$ cat src/rtl/des_rf_pkg.sv
package des_rf_pkg;
    typedef enum logic [1:0] {ST_IDLE, ST_LAUNCH, ST_WAIT, ST_HOLD} flow_st_e;

    localparam int BLK_W  = 64;
    localparam int WORD_W = 32;

    localparam int OFS_IV_HI = 'h18;
    localparam int OFS_IV_LO = 'h1C;
    localparam int OFS_CTRL  = 'h20;
    localparam int OFS_LEN   = 'h24;
    localparam int OFS_D_HI  = 'h28;
    localparam int OFS_D_LO  = 'h2C;
    localparam int OFS_REV   = 'h30;
    localparam int OFS_DMA   = 'h34;
    localparam int OFS_STAT  = 'h3C;
    localparam int OFS_IEN   = 'h40;

    localparam int CTRL_CBC_B  = 4;
    localparam int CTRL_TDES_B = 3;
    localparam int CTRL_ENC_B  = 2;
    localparam int DMA_IN_B    = 5;
    localparam int DMA_OUT_B   = 6;
    localparam int DMA_GO_B    = 7;
    localparam int EV_IN_B     = 1;
    localparam int EV_OUT_B    = 2;
    localparam int BLK_BYTES   = BLK_W / 8;
endpackage

$ cat src/rtl/des_rf_keystore.sv
module des_rf_keystore #(
    parameter int AW    = 8,
    parameter int WORDS = 6
) (
    input  logic                 clk,
    input  logic                 rst_n,
    input  logic                 wr_en,
    input  logic [AW-1:0]        addr,
    input  logic [31:0]          wdata,
    output logic [WORDS*32-1:0]  key_flat,
    output logic [31:0]          rd_word,
    output logic                 rd_hit
);
    localparam int TOP_OFS = 4 * WORDS - 4;

    logic [WORDS-1:0] hit;
    logic [31:0]      kword [WORDS];

    for (genvar k = 0; k < WORDS; k++) begin : g_slot
        localparam int SLOT_OFS = TOP_OFS - 4 * (k ^ 1);
        assign hit[k] = (addr == AW'(SLOT_OFS));
        always_ff @(posedge clk) begin
            if (!rst_n)
                kword[k] <= '0;
            else if (wr_en && hit[k])
                kword[k] <= wdata;
        end
        assign key_flat[(WORDS-1-k)*32 +: 32] = kword[k];
    end

    always_comb begin
        rd_word = '0;
        for (int k = 0; k < WORDS; k++)
            if (hit[k]) rd_word = kword[k];
    end

    assign rd_hit = |hit;
endmodule

$ cat src/rtl/des_rf_seq.sv
module des_rf_seq
    import des_rf_pkg::*;
(
    input  logic clk,
    input  logic rst_n,
    input  logic blk_wr,
    input  logic blk_rd,
    input  logic eng_done,
    output logic in_rdy,
    output logic out_rdy,
    output logic eng_start,
    output logic capture,
    output logic finish,
    output logic consume
);
    flow_st_e st_q, st_d;

    always_ff @(posedge clk) begin
        if (!rst_n) st_q <= ST_IDLE;
        else        st_q <= st_d;
    end

    always_comb begin
        st_d = st_q;
        unique case (st_q)
            ST_IDLE:   if (blk_wr)   st_d = ST_LAUNCH;
            ST_LAUNCH:               st_d = ST_WAIT;
            ST_WAIT:   if (eng_done) st_d = ST_HOLD;
            ST_HOLD:   if (blk_rd)   st_d = ST_IDLE;
        endcase
    end

    always_comb begin
        in_rdy    = (st_q == ST_IDLE);
        out_rdy   = (st_q == ST_HOLD);
        eng_start = (st_q == ST_LAUNCH);
        capture   = in_rdy && blk_wr;
        finish    = (st_q == ST_WAIT) && eng_done;
        consume   = out_rdy && blk_rd;
    end
endmodule

$ cat src/rtl/des_rf_irq.sv
module des_rf_irq (
    input  logic       clk,
    input  logic       rst_n,
    input  logic       wr_flag,
    input  logic       wr_mask,
    input  logic [1:0] wbits,
    input  logic       ev_in,
    input  logic       ev_out,
    output logic [1:0] flag_q,
    output logic [1:0] en_q,
    output logic       irq
);
    always_ff @(posedge clk) begin
        if (!rst_n) begin
            flag_q <= 2'b01;
            en_q   <= 2'b00;
        end else begin
            flag_q <= (wr_flag ? (flag_q & wbits) : flag_q) | {ev_out, ev_in};
            if (wr_mask) en_q <= wbits;
        end
    end

    assign irq = |(flag_q & en_q);
endmodule

$ cat src/rtl/des_regfront.sv
module des_regfront
    import des_rf_pkg::*;
#(
    parameter int          AW        = 8,
    parameter int          KEY_SLOTS = 3,
    parameter int          LEN_W     = 32,
    parameter logic [2:0]  REV_MAJOR = 3'd2,
    parameter logic [5:0]  REV_MINOR = 6'd5
) (
    input  logic                     clk,
    input  logic                     rst_n,
    input  logic                     bus_wr,
    input  logic                     bus_rd,
    input  logic [AW-1:0]            bus_addr,
    input  logic [31:0]              bus_wdata,
    output logic [31:0]              bus_rdata,
    output logic                     eng_start,
    output logic [63:0]              eng_din,
    output logic [64*KEY_SLOTS-1:0]  eng_key,
    output logic                     eng_tdes,
    output logic                     eng_encrypt,
    input  logic                     eng_done,
    input  logic [63:0]              eng_dout,
    output logic                     dma_in_req,
    output logic                     dma_out_req,
    output logic                     irq
);
    localparam int KEY_WORDS = 2 * KEY_SLOTS;

    logic in_rdy, out_rdy, capture, finish, consume;
    logic [31:0] din_hi_q;
    logic [63:0] raw_q, feed_q, out_q, chain_q, blk_new;
    logic cbc_q, tdes_q, enc_q;
    logic dma_in_en, dma_out_en, dma_go;
    logic [LEN_W-1:0] len_q;
    logic [1:0] flag_q, en_q;
    logic [31:0] key_word;
    logic key_hit;

    function automatic logic at(input int ofs, input logic [AW-1:0] a);
        return a == AW'(ofs);
    endfunction

    logic wr_d_hi, wr_d_lo, rd_d_lo, len_wr;
    assign wr_d_hi = bus_wr && at(OFS_D_HI, bus_addr);
    assign wr_d_lo = bus_wr && at(OFS_D_LO, bus_addr);
    assign rd_d_lo = bus_rd && at(OFS_D_LO, bus_addr);
    assign len_wr  = bus_wr && at(OFS_LEN, bus_addr);
    assign blk_new = {din_hi_q, bus_wdata};

    des_rf_keystore #(.AW(AW), .WORDS(KEY_WORDS)) keys_i (
        .clk(clk), .rst_n(rst_n), .wr_en(bus_wr), .addr(bus_addr),
        .wdata(bus_wdata), .key_flat(eng_key), .rd_word(key_word), .rd_hit(key_hit)
    );

    des_rf_seq seq_i (
        .clk(clk), .rst_n(rst_n), .blk_wr(wr_d_lo), .blk_rd(rd_d_lo),
        .eng_done(eng_done), .in_rdy(in_rdy), .out_rdy(out_rdy),
        .eng_start(eng_start), .capture(capture), .finish(finish), .consume(consume)
    );

    des_rf_irq irq_i (
        .clk(clk), .rst_n(rst_n),
        .wr_flag(bus_wr && at(OFS_STAT, bus_addr)),
        .wr_mask(bus_wr && at(OFS_IEN, bus_addr)),
        .wbits(bus_wdata[EV_OUT_B:EV_IN_B]),
        .ev_in(consume), .ev_out(finish),
        .flag_q(flag_q), .en_q(en_q), .irq(irq)
    );

    always_ff @(posedge clk) begin
        if (!rst_n) begin
            din_hi_q <= '0;
            raw_q    <= '0;
            feed_q   <= '0;
            out_q    <= '0;
            chain_q  <= '0;
        end else begin
            if (in_rdy && wr_d_hi) din_hi_q <= bus_wdata;
            if (capture) begin
                raw_q  <= blk_new;
                feed_q <= (cbc_q && enc_q) ? (blk_new ^ chain_q) : blk_new;
            end
            if (finish)
                out_q <= (cbc_q && !enc_q) ? (eng_dout ^ chain_q) : eng_dout;
            if (finish && cbc_q)
                chain_q <= enc_q ? eng_dout : raw_q;
            else if (bus_wr && at(OFS_IV_HI, bus_addr))
                chain_q[63:32] <= bus_wdata;
            else if (bus_wr && at(OFS_IV_LO, bus_addr))
                chain_q[31:0] <= bus_wdata;
        end
    end

    always_ff @(posedge clk) begin
        if (!rst_n) begin
            cbc_q <= 1'b0; tdes_q <= 1'b0; enc_q <= 1'b0;
            dma_in_en <= 1'b0; dma_out_en <= 1'b0; dma_go <= 1'b0;
            len_q <= '0;
        end else begin
            if (bus_wr && at(OFS_CTRL, bus_addr)) begin
                cbc_q  <= bus_wdata[CTRL_CBC_B];
                tdes_q <= bus_wdata[CTRL_TDES_B];
                enc_q  <= bus_wdata[CTRL_ENC_B];
            end
            if (bus_wr && at(OFS_DMA, bus_addr)) begin
                dma_in_en  <= bus_wdata[DMA_IN_B];
                dma_out_en <= bus_wdata[DMA_OUT_B];
                dma_go     <= bus_wdata[DMA_GO_B];
            end
            if (len_wr)
                len_q <= bus_wdata[LEN_W-1:0];
            else if (consume)
                len_q <= (len_q >= LEN_W'(BLK_BYTES)) ? len_q - LEN_W'(BLK_BYTES) : '0;
        end
    end

    assign eng_din     = feed_q;
    assign eng_tdes    = tdes_q;
    assign eng_encrypt = enc_q;
    assign dma_in_req  = dma_go && dma_in_en  && in_rdy  && (|len_q);
    assign dma_out_req = dma_go && dma_out_en && out_rdy && (|len_q);

    always_comb begin
        bus_rdata = '0;
        if (key_hit)                       bus_rdata = key_word;
        else if (at(OFS_IV_HI, bus_addr))  bus_rdata = chain_q[63:32];
        else if (at(OFS_IV_LO, bus_addr))  bus_rdata = chain_q[31:0];
        else if (at(OFS_CTRL, bus_addr))   bus_rdata = {27'b0, cbc_q, tdes_q, enc_q, in_rdy, out_rdy};
        else if (at(OFS_LEN, bus_addr))    bus_rdata = 32'(len_q);
        else if (at(OFS_D_HI, bus_addr))   bus_rdata = out_q[63:32];
        else if (at(OFS_D_LO, bus_addr))   bus_rdata = out_q[31:0];
        else if (at(OFS_REV, bus_addr))    bus_rdata = {21'b0, REV_MAJOR, 2'b0, REV_MINOR};
        else if (at(OFS_DMA, bus_addr))    bus_rdata = {24'b0, dma_go, dma_out_en, dma_in_en, 5'b0};
        else if (at(OFS_STAT, bus_addr))   bus_rdata = {29'b0, flag_q, 1'b0};
        else if (at(OFS_IEN, bus_addr))    bus_rdata = {29'b0, en_q, 1'b0};
    end
endmodule

$ cat config.mk
export PLATFORM = sky130hd
export DESIGN_NAME = des_regfront
export DESIGN_NICKNAME = d
export VERILOG_FILES = /design/src/rtl/des_rf_pkg.sv /design/src/rtl/des_rf_keystore.sv /design/src/rtl/des_rf_seq.sv /design/src/rtl/des_rf_irq.sv /design/src/rtl/des_regfront.sv
export SDC_FILE = /design/constraint.sdc
export NUM_CORES = 1
export LEC_CHECK = 0
export ABC_AREA = 0
export ABC_CLOCK_PERIOD_IN_PS = 10000
export BUFFER_PORTS_ARGS = -buffer_cell sky130_fd_sc_hd__buf_2
export CAP_MARGIN = 0
export CELL_PAD_IN_SITES_DETAIL_PLACEMENT = 2
export CELL_PAD_IN_SITES_GLOBAL_PLACEMENT = 2
export CORE_MARGIN = 2
export CORE_UTILIZATION = 39
export CTS_BUF_LIST = sky130_fd_sc_hd__clkbuf_16
export CTS_CLUSTER_DIAMETER = 120
export DETAILED_ROUTE_END_ITERATION = 8
export HOLD_SLACK_MARGIN = 0.06
export PLACE_DENSITY_LB_ADDON = 0.1
export SYNTH_ARGS = -nofsm -noshare
export SYNTH_HDL_FRONTEND = slang
export SYNTH_HIERARCHICAL = 1
export SYNTH_SLANG_ARGS = --single-unit
$ cat constraint.sdc
create_clock -name clk -period 10 [get_ports clk]
set_input_delay 1 -clock clk [delete_from_list [all_inputs] [get_ports clk]]
set_output_delay 1 -clock clk [all_outputs]
set_load 0.05 [all_outputs]
# [Yosys cells after proc, flatten, opt, wreduce, memory -nomap -nowiden]
# Memories as Yosys holds them, arrays and structs flattened.
# Cells that the tools add are included.
[op_classes] add_sub_neg=1 n_mul=0 div=0 n_lt_le_gt_ge=1 n_eq_ne=22 shifts=0 muxes=57 n_bitwise=11 reduce_logical=40
[op_table] op="2-to-1 mux 32 bit" n=25
[op_table] op="2-to-1 mux 64 bit" n=4
[op_table] op="bitwise XOR 64 bit" n=2
[op_table] op="equality test 8 x 6 -> 1 bit (second input constant)" n=7
[op_table] op="equality test 8 x 5 -> 1 bit (second input constant)" n=4
[op_table] op=">= comparator 32 x 4 -> 1 bit (second input constant)" n=1
[op_table] op="OR reduction 32 bit" n=1
[op_table] op="subtractor 32 x 4 -> 32 bit (second input constant)" n=1
[op_table] op="logical AND 1 bit" n=29
[op_table] op="2-to-1 mux 1 bit" n=19
[op_table] op="equality test 8 x 4 -> 1 bit (second input constant)" n=2
[op_table] op="2-to-1 mux 10 bit" n=1
[op_table] op="equality test 8 x 3 -> 1 bit (second input constant)" n=1
[op_table] op="equality test 8 x 7 -> 1 bit (second input constant)" n=1
[op_table] op="logical NOT 8 bit" n=1
[op_table] op="2-to-1 mux 2 bit" n=4
[op_table] op="2-to-1 mux 8 bit" n=1
[op_table] op="one-hot mux 2 bit (4 select lines)" n=1
[op_table] op="2-to-1 mux 3 bit" n=2
[op_table] op="OR 1 bit" n=6
[op_table] op="nonzero test 2 bit" n=3
[op_table] op="OR reduction 6 bit" n=1
[op_table] op="AND 2 bit" n=2
[op_table] op="equality test 2 bit (second input constant)" n=2
[op_table] op="9 further kinds" n=11
[word_totals] register_bits=332 latchBits=0 ramBits=192 rom_bits=0 in_bits=109 wordCells=149 mem_count=1
[memory_table] name="keys_i.kword" words=6 word_bits=32 read_ports=6 rd_ports_with_merged_regs=0 wr=6 line_no="des_rf_keystore.sv:17" text="logic [31:0] kword [WORDS];"

# [Longest topological paths before layout]
# Gate-level depths: netlist of run 1.
[logic_depth] word_depth=12 depth_mapped=11 mapped_depth_nobuf=8

# [Modules after synthesis]
# The synthesis of run 1 kept the hierarchy.
[modules_own_cells] module="des_regfront" instances=1 cells_each=1972 area_per_inst_um2=16577.1
[modules_own_cells] module="des_rf_keystore" instances=1 cells_each=692 area_per_inst_um2=9501.6
[modules_own_cells] module="des_rf_seq" instances=1 cells_each=22 area_per_inst_um2=187.7
[modules_own_cells] module="des_rf_irq" instances=1 cells_each=15 area_per_inst_um2=151.4

# [Least setup slack after synthesis of run 1]
# Ideal clock, no wire load.
[synth_timing] kind="input-to-reg" startpoint="in bus_addr[1]" endpoint="mem keys_i.kword[3][0], enable pin" t_arrival_ps=4525 setup_slack_ps=5005 stages=5 path_buffers=2 path_cell_list="or4_4 > buf_6 > or2_1 > buf_4 > o31ai_1"
[synth_lines] item="start: declaration" line_no="des_regfront.sv:14" text="input logic [AW-1:0] bus_addr,"
[synth_lines] item="end: declaration" line_no="des_rf_keystore.sv:17"

# [Final worst setup path of run 1]
[layout_timing] startpoint="in bus_addr[1]" endpoint="out bus_rdata[2]"
[layout_via] word_cells_on_any_way=34 cone_classes="eq/ne (15); mux (17); reduce/logical (2)"
[layout_lines] item="equality test 8 x 5 -> 1 bit (tied with other cells)" line_no="des_rf_keystore.sv:21" text="assign hit[k] = (addr == AW'(SLOT_OFS));"
[layout_lines] item="OR reduction 6 bit *" line_no="des_rf_keystore.sv:37" text="assign rd_hit = |hit;"
[layout_lines] item="via key_hit" line_no="des_regfront.sv:38" text="logic key_hit;"
[layout_lines] item="2-to-1 mux 32 bit *" line_no="des_regfront.sv:126" text="if (key_hit) bus_rdata = key_word;"
[layout_lines] item="end: declaration" line_no="des_regfront.sv:16" text="output logic [31:0] bus_rdata,"
# The timed path passes the listed nets; every way through them passes the cells marked *.

==> out/qor.yml, run 1 <==
clock_sinks: 524
die_w_um: 264.3
pwr-share-seq_pct: 46.0
yosys.area.top_type: "dfxtp_1"
grt_usage_pct: 30.19
slew_viol_final: 0
fmax_ghz: 0.1875
p_switching_mw: 1.373
wl_mm: 108.5
dominantRegCellSynth: "dfxtp_1"
tns_ps: 0
worstHoldPathType: "register to register"
fin_crit_ps: 5334
cts_htree_levels: 2
grt_pass1_vias: 24030
drt-initial-drc-count: 1890
worst_setup_path_end_kind: "primary output"
grt_pass1_wl_mm: 160.3
yosysSeqAreaShare_pct: 46.98
drive_gt1_share_pct: 22.00
gp_congestion: 0.8474
cp.arrival_ps: 4330
die_h_um: 264.3
async_flop_share_pct: 0
switching_share_pct: 27.62
crit_required_ps: 9000
dr.pass1.iters: 6
peakVddDrop_v: 0.0001358
dp_cells: 3779
avgViaCountPerCell: 5.878
path_max_fanout: 37
p_total_mw: 4.973
maxCapViolations: 0
cts_buffer_depth: 3
path_class: "input port to primary output"
final_util_pct: 45.76
num_io_pins: 403
period_share_pct: 53.34
combinationalPowerShare_pct: 9.9
critPathLaunchType: "input port"
via_count: 22890
grt_max_degree: 157
p_int_mw: 3.599
max_slew_margin_pct: 25.50
cts_made_buffers: 59
dpl.hpwl_mm: 74.61
netlist_area_um2: 26420
syn_nets: 2816
ys_types: 75
leakagePower_nw: 11.21
core_um2: 67160
status: "complete, no violations"
grt_setup_unrepaired: "false"
pwr_density_cell_nw_per_um2: 161.8
stdcell_count: 3894
clkLatencyLatePin_ps: 640
fin_skew_ps: 22.37
clockPowerShare_pct: 44.0
setup_viol: 0
dieArea_um2: 69840
clk_pin_slew_ps: 60
portBuffers: 402
postCtsHoldBufs: 0
overflow: 0
root_buffer: "clkbuf_16"
drcViolationCount: 0
synth.top_cell.area_share_pct: 25.16
row_count: 95
hold_viol_final: 0
yosys_warnings: 6
syn_to_final_growth_pct: 16.34
cts_setup_buffers: 0
cts_tree: "done"
synthCells: 2701
start_util_pct: 39.34
tightest_slew_ps: 1115
synth-seq-cells: 524
syn_avg_cell_area_um2: 9.781
postRouteAntennaNets: 0
ys_top_cells_by_area: "dfxtp_1 (25%), edfxtp_1 (22%), mux2i_1 (7.0%)"
wl_per_cell_um: 27.87
fin_nets: 3082
synth_edf_count: 192
antenna_found_initial: 8
ctsResizeCount: 0
[layout by cell type, fill, tap and decap left out, types with 50 or more instances in the layout]
| cell | Yosys | final |
|---|---|---|
| a211oi_1 | 132 | 132 |
| buf_2 | 25 | 399 |
| dfxtp_1 | 332 | 331 |
| a211o_1 | 89 | 89 |
| a21oi_1 | 183 | 180 |
| mux2_2 | 64 | 64 |
| nor2_1 | 263 | 263 |
| edfxtp_1 | 192 | 192 |
| mux2i_1 | 184 | 184 |
| clkbuf_16 | 0 | 60 |
| nand2_1 | 291 | 291 |
| xor2_1 | 131 | 131 |
| a22oi_1 | 50 | 50 |
| and2_1 | 198 | 194 |
[area by class of cell]
class,instances,area (µm²)
inverters,15,63.81
well taps,873,1092
multi-input cells,1927,12940
fillers,7166,36420
clock inverters,52,402.9
clock buffers,60,1501
repair buffers,440,2308
flip-flops and latches,524,12420
diodes,3,7.507
[metrics by stage]
stage / hold slack (ps) / cell area (µm²) / worst slack, ps
after detailed placement: 477.6 / 28820 / 4683
after global placement: 462.4 / 28820 / 4735
final: 481.4 / 30730 / 4666
after floorplan: 445.1 / 26420 / 5005
after global routing: 511.3 / 30730 / 4528
after CTS: 486.8 / 30730 / 4675
[sequential cells by signal, summed over array words and instances, names as in the netlist]
name          count
eng_din          64
dma_out_en        1
irq_i/flag_q      2
eng_tdes          1
keys_i/kword    192
eng_encrypt       1
cbc_q             1
dma_go            1
chain_q          64
raw_q            64
din_hi_q         32
len_q            32
out_q            64
seq_i/st_q        2
irq_i/en_q        2
dma_in_en         1
[routing by layer]
metal  routed length, µm  up-vias  global-route usage, %  part of all wire (%)
li1                    -    10180                      -                     -
met1               49920    11760                  43.18                    46
met2               49420      786                  47.72                    46
met3                6755      159                  4.605                   6.2
met4                2406        2                  7.540                   2.2
met5                   8        -                      0                0.0074
[kinds of logic after synthesis]
family | after synthesis | share of synthesized area (%)
and+or+nand+nor | 881 | 16.35
adders and majority gates | 6 | 0.2842
xor gates and xnor gates | 140 | 4.641
DFF | 524 | 46.98
muxes | 254 | 9.998
AOI/OAI and AO/OA | 646 | 17.24
buffers and inverters | 250 | 4.504
[power by group through the flow]
stage / Combinational [mW] / Clock [mW] / Sequential (mW)
global placement: 0.479 / 0 / 2.33
global route: 0.514 / 2.31 / 2.29
floorplan: 0.157 / 0 / 2.47
detailed placement: 0.490 / 0 / 2.33
CTS: 0.492 / 2.23 / 2.29
finish: 0.494 / 2.19 / 2.29
[critical path, cell delays in order]
cell	delay, ps
buf_2	120
or4_4	660
or2_2	320
buf_4	330
a21oi_4	790
buf_4	370
nor2_1	70
a21oi_1	150
o31a_1	160
buf_2	280
[worst paths after layout]
path                                    start      endpoint  slack, ps  depth (start not counted)
worst max-delay path              bus_addr[1]  bus_rdata[2]       4670                         10
worst min-delay path              din_hi_q[3]   din_hi_q[3]        480                          2
worst max register to register  seq_i/st_q[0]    eng_din[9]       6800                          6
worst min register to register    din_hi_q[3]   din_hi_q[3]        480                          2
[cells in the mapped netlist, types with 6 or more instances]
cell type and instances:
nor3_1 13, nor4_4 8, a211o_1 89, and3_1 33, o21ai_0 7, a21oi_2 28
o211ai_1 6, xor2_1 131, o21a_1 7, a21oi_1 183, o21ai_1 42, nor2_1 263
a211oi_1 132, buf_2 25, nand3_1 11, edfxtp_1 192, mux2i_1 184, and2_1 198
nand2b_1 8, a221oi_1 9, mux2_2 64, a22oi_1 50, nor4_1 10, xnor2_1 9
clkbuf_1 163, ha_1 6, a222oi_1 18, o31a_1 7, buf_1 18, nand2_1 291
inv_1 14, buf_6 26, dfxtp_1 332, or3_1 6, a21boi_0 32
(Power assumes the default switching activity.)
==> inputs of run 2 (changes only) <==
Settings changed: ABC_AREA 0 to 1, ABC_CLOCK_PERIOD_IN_PS 10000 to 4300, CORE_UTILIZATION 39 to 30.
Clock period 10 ns to 4.3 ns, I/O delays scaled along.
==> run 2 against run 1 <==
Compared with the run above:
- clock power grew to 2.5 times the previous value
- combinational power grew to 2.6 times the previous value
- sequential power grew 140%
- die area grew 23%
- via count grew 10%
- cell count grew 22%
- global-route usage shrank 1.9 points
- first-iteration DRC count shrank 17%
==> out/qor.yml, run 2 <==
status: "complete, no violations"
fmax_ghz: 0.2983
path_buf_inv: 4  # unchanged
yosysSeqAreaShare_pct: 49.45  # +2.5 points
fin_crit_ps: 3352
tns_ps: 0  # unchanged
cp.arrival_ps: 2920  # -1410 ps
cts_buffer_depth: 3  # unchanged
dpl.hpwl_mm: 88.80  # +19%
combinationalPowerShare_pct: 10.3  # +0.4 points
postRouteAntennaNets: 0  # unchanged
yosys_warnings: 6  # unchanged
core_um2: 83290  # +24%
overflow: 0  # unchanged
slew_viol_final: 0  # unchanged
die_h_um: 293.2  # +11%
cts_htree_levels: 3  # +1
period_share_pct: 77.96
crit_family: "simple AND/OR/NAND/NOR gates"
clockPowerShare_pct: 44.7  # +0.7 points
yosys.area.top_type: "dfxtp_1"
syn_nets: 3406  # +21%
drive_gt1_share_pct: 16.50  # -5.5 points
synth_commonest_cells: "nand2_1 (765), nor2_1 (472), dfxtp_1 (332), o21ai_0 (329), a21oi_1 (254)"
critPathLaunchType: "input port"
clock_sinks: 524  # unchanged
start_util_pct: 30.13  # -9.2 points
dominantRegCellSynth: "dfxtp_1"
grt_pass1_vias: 26840  # +12%
cts_setup_buffers: 0  # unchanged
grt_usage_pct: 28.32  # -1.9 points
p_switching_mw: 3.515  # +160%
worstHoldPathType: "input port to register"
largest_register_ffs: 192  # unchanged
synth.top_cell.area_share_pct: 26.48  # +1.3 points
ys_types: 40  # -47%
fin_nets: 3730  # +21%
worst_setup_path_end_kind: "primary output"
post-synth-top-count-cell: "nand2_1"
portBuffers: 402  # unchanged
gp_congestion: 0.8997  # +6.2%
fin_skew_ps: 24.52  # +2.156 ps
netlist_area_um2: 25100  # -5.0%
postCtsHoldBufs: 0  # unchanged
wl_mm: 124.1  # +14%
seq_area_um2: 12410  # about the same
drt-initial-drc-count: 1572  # -17%
cp_cell_sequence: "buf_2 > inv_1 > nand2_1 > nor2_1 > nand2_4 > inv_2 > nand2_1 > nand3_1 > o22ai_1 > o21ai_0 > buf_2"
clk_pin_slew_ps: 60  # about the same
num_io_pins: 403  # unchanged
row_count: 106  # +12%
cp_slowest_cell: "inv_2"
switching_share_pct: 28.52  # +0.91 points
crit_required_ps: 3870  # -5130 ps
hold_viol_final: 0  # unchanged
async_flop_share_pct: 0  # unchanged
maxCapViolations: 0  # unchanged
via_count: 25210  # +10%
syn_avg_cell_area_um2: 7.626  # -22%
grt_setup_unrepaired: "false"
fillCellCount: 9617  # +34%
final_common_cell: "nand2_1"
grt_max_degree: 169  # +7.6%
root_buffer: "clkbuf_16"
drcViolationCount: 0  # unchanged
pwr-share-seq_pct: 45.0  # -1.0 points
peakVddDrop_v: 0.0002156  # +59%
synth-seq-cells: 524  # unchanged
grt_pass1_wl_mm: 182.1  # +14%
pwr_density_cell_nw_per_um2: 408.0  # +150%
avgViaCountPerCell: 5.314  # -9.6%
synthCells: 3291  # +22%
die_w_um: 293.2  # +11%
placed_area_um2: 28120  # -2.4%
path_class: "input port to primary output"
dr.pass1.iters: 5  # -1
wl_per_cell_um: 26.16  # -6.1%
setup_viol: 0  # unchanged
max_slew_margin_pct: 29.97  # +4.5 points
cts_made_buffers: 66  # +12%
ys_top_cells_by_area: "dfxtp_1 (26%), edfxtp_1 (23%), nand2_1 (11%)"
syn_to_final_growth_pct: 20.34
top_register: "keys_i/kword"
synth_edf_count: 192  # unchanged
ctsResizeCount: 0  # unchanged
dieArea_um2: 85990  # +23%
p_int_mw: 8.809  # +140%
clkLatencyLatePin_ps: 620  # -20 ps
cts_tree: "done"
worst_path_largest_cell_delay_ps: 460  # -330 ps
multiInputGateArea_um2: 10900  # -16%
most-common-layout-cells: "nand2_1 (765), nor2_1 (471), buf_2 (401)"
leakagePower_nw: 12.43  # +11%
design_area_um2: 30200  # -1.7%
antenna_found_initial: 7  # -1
tightest_slew_ps: 1049  # -65.42 ps
path_max_fanout: 22  # -41%
[run 2: changes by cell type in the layout (fill, tap and decap cells not counted), sizes merged, moves of 89 or more]
cell	change
nand2	+486
o21ai	+349
inv	+235
nor2	+220
and2	-199
mux2i	-184
a211oi	-132
nand3	+119
a211o	-89
[run 2: metal layers]
metal	wire length [µm]	track usage (%)	share of wire (%)
met1	58440	39.62	47
met2	56730	45.74	46
met3	6029	3.949	4.9
met4	2852	7.591	2.3
met5	52	0	0.042
[run 2: logic make-up after synthesis]
kind of cell             after synthesis  share of synthesized area [%]
AO/OA/AOI/OAI                        757                          15.63
XOR/XNOR                              94                          3.280
adder cells (fa/ha/maj)                6                         0.2991
buffers and inverters                444                          7.358
flip-flops                           524                          49.45
AND/OR/NAND/NOR                     1466                          23.97
[run 2: path summary, 6_finish.rpt]
kind	start	to	slack (ps)	depth (start not counted)
worst max-delay path	bus_addr[0]	bus_rdata[13]	950	11
worst min-delay path	eng_dout[10]	out_q[10]	130	3
worst max register to register	seq_i/st_q[0]	eng_din[25]	1520	9
worst min register to register	raw_q[9]	raw_q[9]	460	2
[run 2: power groups by stage]
| stage | combinational [mW] | sequential [mW] | clock, mW |
|---|---|---|---|
| floorplan | 0.450 | 5.90 | 0 |
| global placement | 1.24 | 5.63 | 0 |
| detailed placement | 1.27 | 5.64 | 0 |
| CTS | 1.28 | 5.54 | 5.63 |
| global route | 1.36 | 5.56 | 5.82 |
| finish | 1.27 | 5.54 | 5.51 |
[run 2: tightest hold or removal path: stages]
cell     delay, ps
buf_2           90
xor2_1          60
a21oi_1        110
[run 2: final cells by class]
cell class              count  area share (%)
flip-flops and latches    524           41.10
diodes                      4         0.03314
inverters                 243           3.037
well taps                1080           4.474
repair buffers            457           8.422
clock inverters            47           1.309
clock buffers              67           5.551
multi-input cells        2323           36.07
[run 2: stage by stage]
step / worst slack [ps] / util, % / instances / total power, mW / hold WS [ps]
6_report: 947.9 / 36.26 / 4745 / 12.32 / 131.3
4_1_cts: 897.1 / 36.25 / 4741 / 12.44 / 105.6
5_1_grt: 820.5 / 36.25 / 4742 / 12.74 / 136.7
3_3_place_gp: 961.5 / 33.76 / 4627 / 6.871 / 447.1
3_5_place_dp: 908.0 / 33.76 / 4627 / 6.914 / 455.5
2_1_floorplan: 558.0 / - / 3291 / 6.350 / 437.5
